--- config.mk ---
export PLATFORM = sky130hd
export DESIGN_NAME = e3_frame_align
export DESIGN_NICKNAME = d
export VERILOG_FILES = /design/src/rtl/e3_frame_align.sv
export SDC_FILE = /design/constraint.sdc
export NUM_CORES = 1
export LEC_CHECK = 0
export BUFFER_PORTS_ARGS = -buffer_cell sky130_fd_sc_hd__buf_2
export CORE_UTILIZATION = 64
export CTS_CLUSTER_SIZE = 20
export DETAILED_ROUTE_END_ITERATION = 12
export PLACE_DENSITY = 0.92
export SLEW_MARGIN = 10
export SYNTH_ARGS = -nofsm -noshare
export SYNTH_HDL_FRONTEND = slang
export SYNTH_SLANG_ARGS = --single-unit
--- constraint.sdc ---
create_clock -name clk -period 3.2 [get_ports clk]
set_input_delay 0.96 -clock clk [delete_from_list [all_inputs] [get_ports clk]]
set_output_delay 0.96 -clock clk [all_outputs]
set_load 0.01 [all_outputs]
--- src/rtl/e3_frame_align.sv ---
module e3_frame_align #(
  parameter int FRAME_LEN = 1536,
  parameter int FAS_LEN = 10,
  parameter logic [FAS_LEN-1:0] FAS_WORD = 10'b1111010000,
  parameter int LOSS_LIMIT = 4
) (
  input  logic clk,
  input  logic rst_n,
  input  logic bit_in,
  output logic in_frame,
  output logic oof,
  output logic frame_start
);
  localparam int CW = $clog2(FRAME_LEN);
  localparam int LW = $clog2(LOSS_LIMIT + 1);
  localparam logic [CW-1:0] POS_LAST = CW'(FRAME_LEN - 1);
  localparam logic [CW-1:0] POS_CHECK = CW'(FAS_LEN - 1);
  localparam logic [CW-1:0] POS_AFTER = CW'(FAS_LEN);

  typedef enum logic [2:0] {HUNT, CONF1, CONF2, LOCKED, LOSING} state_t;

  state_t state;
  logic [FAS_LEN-2:0] hist;
  logic [CW-1:0] cand_pos, out_pos;
  logic [LW-1:0] bad_cnt;
  logic have_align;

  wire [FAS_LEN-1:0] window = {hist, bit_in};
  wire word_ok  = (window == FAS_WORD);
  wire at_check = (state != HUNT) && (cand_pos == POS_CHECK);
  wire lock_now = (state == CONF2) && at_check && word_ok;

  assign in_frame    = (state == LOCKED) || (state == LOSING);
  assign oof         = ~in_frame;
  assign frame_start = have_align && (out_pos == '0);

  always_ff @(posedge clk) begin
    if (!rst_n) begin
      state      <= HUNT;
      hist       <= '0;
      cand_pos   <= '0;
      out_pos    <= '0;
      bad_cnt    <= '0;
      have_align <= 1'b0;
    end else begin
      hist <= window[FAS_LEN-2:0];

      if (state == HUNT && word_ok)
        cand_pos <= POS_AFTER;
      else
        cand_pos <= (cand_pos == POS_LAST) ? '0 : cand_pos + 1'b1;

      if (lock_now) begin
        out_pos    <= POS_AFTER;
        have_align <= 1'b1;
      end else begin
        out_pos <= (out_pos == POS_LAST) ? '0 : out_pos + 1'b1;
      end

      case (state)
        HUNT:   if (word_ok) state <= CONF1;
        CONF1:  if (at_check) state <= word_ok ? CONF2 : HUNT;
        CONF2:  if (at_check) state <= word_ok ? LOCKED : HUNT;
        LOCKED: if (at_check && !word_ok) begin
                  state   <= LOSING;
                  bad_cnt <= LW'(1);
                end
        LOSING: if (at_check) begin
                  if (word_ok) begin
                    state   <= LOCKED;
                    bad_cnt <= '0;
                  end else if (bad_cnt == LW'(LOSS_LIMIT - 1)) begin
                    state   <= HUNT;
                    bad_cnt <= '0;
                  end else begin
                    bad_cnt <= bad_cnt + 1'b1;
                  end
                end
        default: state <= HUNT;
      endcase
    end
  end

  a_r3_lock_after_confirm: assert property (@(posedge clk) disable iff (!rst_n)
    $rose(in_frame) |-> ($past(state) == CONF2) && $past(word_ok));

  a_r4_confirm_miss_hunts: assert property (@(posedge clk) disable iff (!rst_n)
    ((state == CONF1 || state == CONF2) && at_check && !word_ok) |=> (state == HUNT) && !in_frame);

  a_r5_good_clears_count: assert property (@(posedge clk) disable iff (!rst_n)
    (state == LOSING && at_check && word_ok) |=> (state == LOCKED) && (bad_cnt == '0) && in_frame);

  a_r6_drop_on_limit: assert property (@(posedge clk) disable iff (!rst_n)
    $fell(in_frame) |-> ($past(bad_cnt) == LW'(LOSS_LIMIT - 1)) && !$past(word_ok));

  a_r7_single_strobe: assert property (@(posedge clk) disable iff (!rst_n)
    frame_start |=> !frame_start);

  a_r8_strobe_held_out_of_frame: assert property (@(posedge clk) disable iff (!rst_n)
    (oof && have_align && !$past(lock_now) && $past(out_pos) == POS_LAST) |-> frame_start);
endmodule

==> impl_metrics.ini <==
[worst_setup_path]
crit_chain = nor3b_1 > a21oi_1 > inv_1 > buf_2
required_ns = 2.24
cp_slowest_stage_delay_ns = 0.62
crit_cells = 4
crit_end = in_frame
path_buf_inv = 2
worst_setup_path_start_kind = flop
cp-startpoint = state[2]
r2r-end = bad_cnt[1]
rrSetupSlack_ns = 1.27
cp_slowest_cell = nor3b_1
crit_family = simple AND/OR/NAND/NOR gates
worstPathMaxFanout = 6
critPathKind = reg2out
worstSetupEndpointType = output port
crit_arrival_ns = 1.77
r2r-start = cand_pos[2]
reg2regPathDepth = 4

[place]
place.gp.congestion = 0.822
port_buffers = 5
dpl.hpwl_mm = 2.45
place_inst = 221

[die]
die_h_um = 54.3
start_util = 0.694
dieArea_mm2 = 0.00295
io-pin-count = 6
die_w_um = 54.3
rows = 18
core_mm2 = 0.00252

[synthesis]
yosys.area_share.simple = 0.319
synth_edf_count = 0
synth_top_area_cell = dfxtp_1
synth.area.top_cells = dfxtp_1, xnor2_1, nor2_1, ha_1, and2_1
synth_compound_area_frac = 0.100
synth_cell_type_count = 44
synth_cells = 189
synthArstFlopShare = 0
ys.flop_type = dfxtp_1
synth_fp_nets = 197
ys_seq_elements = 38
synthXorXnorAreaFrac = 0.0801
yosys.area_share.adder = 0.0357
synthMuxAreaShare = 0.0114
yosysTopAreaCellShare = 0.435
synth_warnings = 0
netlist_area_mm2 = 0.00175
ys_seq_area_frac = 0.435
avgSynthCellArea_um2 = 9.26
synth_top_family_by_area = simple AND/OR/NAND/NOR gates

[status]
run_status = complete, no violations

[sta]
clock.fmax_ghz = 0.366
finalHoldViolations = 0
tightest_slew_ns = 0.715
clock_skew_ns = 0.00908
worst_slew_margin_rel = 0.523
fin_crit_ns = 2.73
worst_hold_slack_ns = 0.449
fin_tns_setup_ns = 0
rsz0062_at_grt = false
period_share = 0.854
slew_violations = 0
final-setup-viol-count = 0

[clocking]
clkLatencyLatePin_ns = 0.34
htreeDepth = 2
clockBufferDepth = 2
cts_resized = 0
cts_tree = built
cts_sinks = 38
postCtsHoldBufs = 0
cts_root_buffer = clkbuf_4
cts_inserted_buffers = 5
cts.clk_slew.worst_paths_ns = 0.10
cts_setup_buffers = 0

[detailed_routing]
drcViolationCount = 0
wl_met3_um = 142
routed.top_layer = met4
met2WireLength_mm = 1.73
vias_per_cell = 6.04
wl_met1_mm = 1.43
totalWireLength_mm = 3.36
drtPass1Iterations = 4
drtIter0Drc = 32
routedWlPerCell_um = 14.8
routed-via-count = 1370
antenna_left = 0

[power_and_ir_drop]
leakagePower_nw = 0.668
ir_drop_uv = 374
power.total_mw = 0.782
p_per_area_mw_per_mm2 = 422

[global_route]
grt_usage = 0.275
antenna_found_initial = 0
grt_pass1_vias = 1300
grt_pass1_wl_mm = 5.53
gr-total-overflow = 0
grt_max_degree = 27

[finish]
n_antenna_cell = 0
drive_above_1_share = 0.107
stdcell_count = 227
fin_nets = 206
final_common_cell = dfxtp_1
mostFrequentLayoutCells = dfxtp_1, nor2_1, nand2_1, xnor2_1, and2_1
fillers = 187
area.growth.synth_to_final_pct = 5.86

[flow_run]
maxCapViolCount = 0

[min_path]
hold_path.class = reg2reg
tightest hold or removal path, cell delays in order (launching register included):
cell     delay, ns
dfxtp_1       0.32
nand2_1       0.05
a21oi_1       0.04
routing by layer:
layer | vias up | GRT usage
li1 | 686 | -
met1 | 650 | 0.302
met2 | 27 | 0.474
met3 | 7 | 0.103
met4 | 0 | 0.115
met5 | - | 0
per-stage QoR:
stage / setup WS [ns] / util / area (µm²)
6_report: 0.466 / 0.735 / 1850
5_1_grt: 0.308 / 0.735 / 1850
4_1_cts: 0.516 / 0.735 / 1850
3_5_place_dp: 0.581 / 0.714 / 1800
3_3_place_gp: 0.637 / 0.714 / 1800
2_1_floorplan: 0.781 / - / 1750
synth_stat cells, types with 2 or more instances:
cell and count:
nor3_2 2, o2111ai_1 2, and2_1 9, ha_1 5, inv_1 6, and3_1 2
nor2b_1 7, mux2i_1 2, a21oi_1 2, nor3_1 8, dfxtp_1 38, o21ai_0 6
nor2_1 21, xnor2_1 13, nand3_1 7, nand2b_1 3, nor4_1 5, nand4_1 6
nor3b_1 2, xor2_1 3, clkbuf_1 3, a22o_1 2, nand2_1 14
worst min-delay path by stage:
| stage | start | end | slack (ns) | depth (start not counted) |
|---|---|---|---|---|
| 2_1_floorplan | bad_cnt[2] | bad_cnt[2] | 0.41 | 2 |
| 3_3_place_gp | bad_cnt[2] | bad_cnt[2] | 0.42 | 2 |
| 3_5_place_dp | bad_cnt[2] | bad_cnt[2] | 0.43 | 2 |
| 4_1_cts | bad_cnt[2] | bad_cnt[2] | 0.45 | 2 |
| 5_1_grt | bad_cnt[2] | bad_cnt[2] | 0.48 | 2 |
| 6_report | bad_cnt[2] | bad_cnt[2] | 0.45 | 2 |
power breakdown:
| part | total, mW | internal (mW) | switching (mW) |
|---|---|---|---|
| sequential | 0.493 | 0.482 | 0.0112 |
| combinational | 0.0491 | 0.0210 | 0.0281 |
| clock | 0.239 | 0.0990 | 0.140 |
state kept, by name, summed over array words and instances (netlist names):
signal and cells:
state 3, cand_pos 11, bad_cnt 3, have_align 1, hist 9, out_pos 11
cells by family after synthesis:
| family | Yosys count |
|---|---|
| AOI/OAI and AO/OA | 22 |
| xor gates and xnor gates | 16 |
| adders and majority gates | 5 |
| buffers and inverters | 9 |
| DFF | 38 |
| muxes | 2 |
| and+or+nand+nor | 97 |
area by class of cell:
type	count	area [µm²]	share of cell area
Inverter	6	22.5	0.0122
Multi-Input combinational cell	142	956	0.516
Tap cell	30	37.5	0.0203
Clock buffer	6	51.3	0.0277
Sequential cell	38	761	0.411
Timing Repair Buffer	5	25.0	0.0135
(Power assumes the default switching activity.)
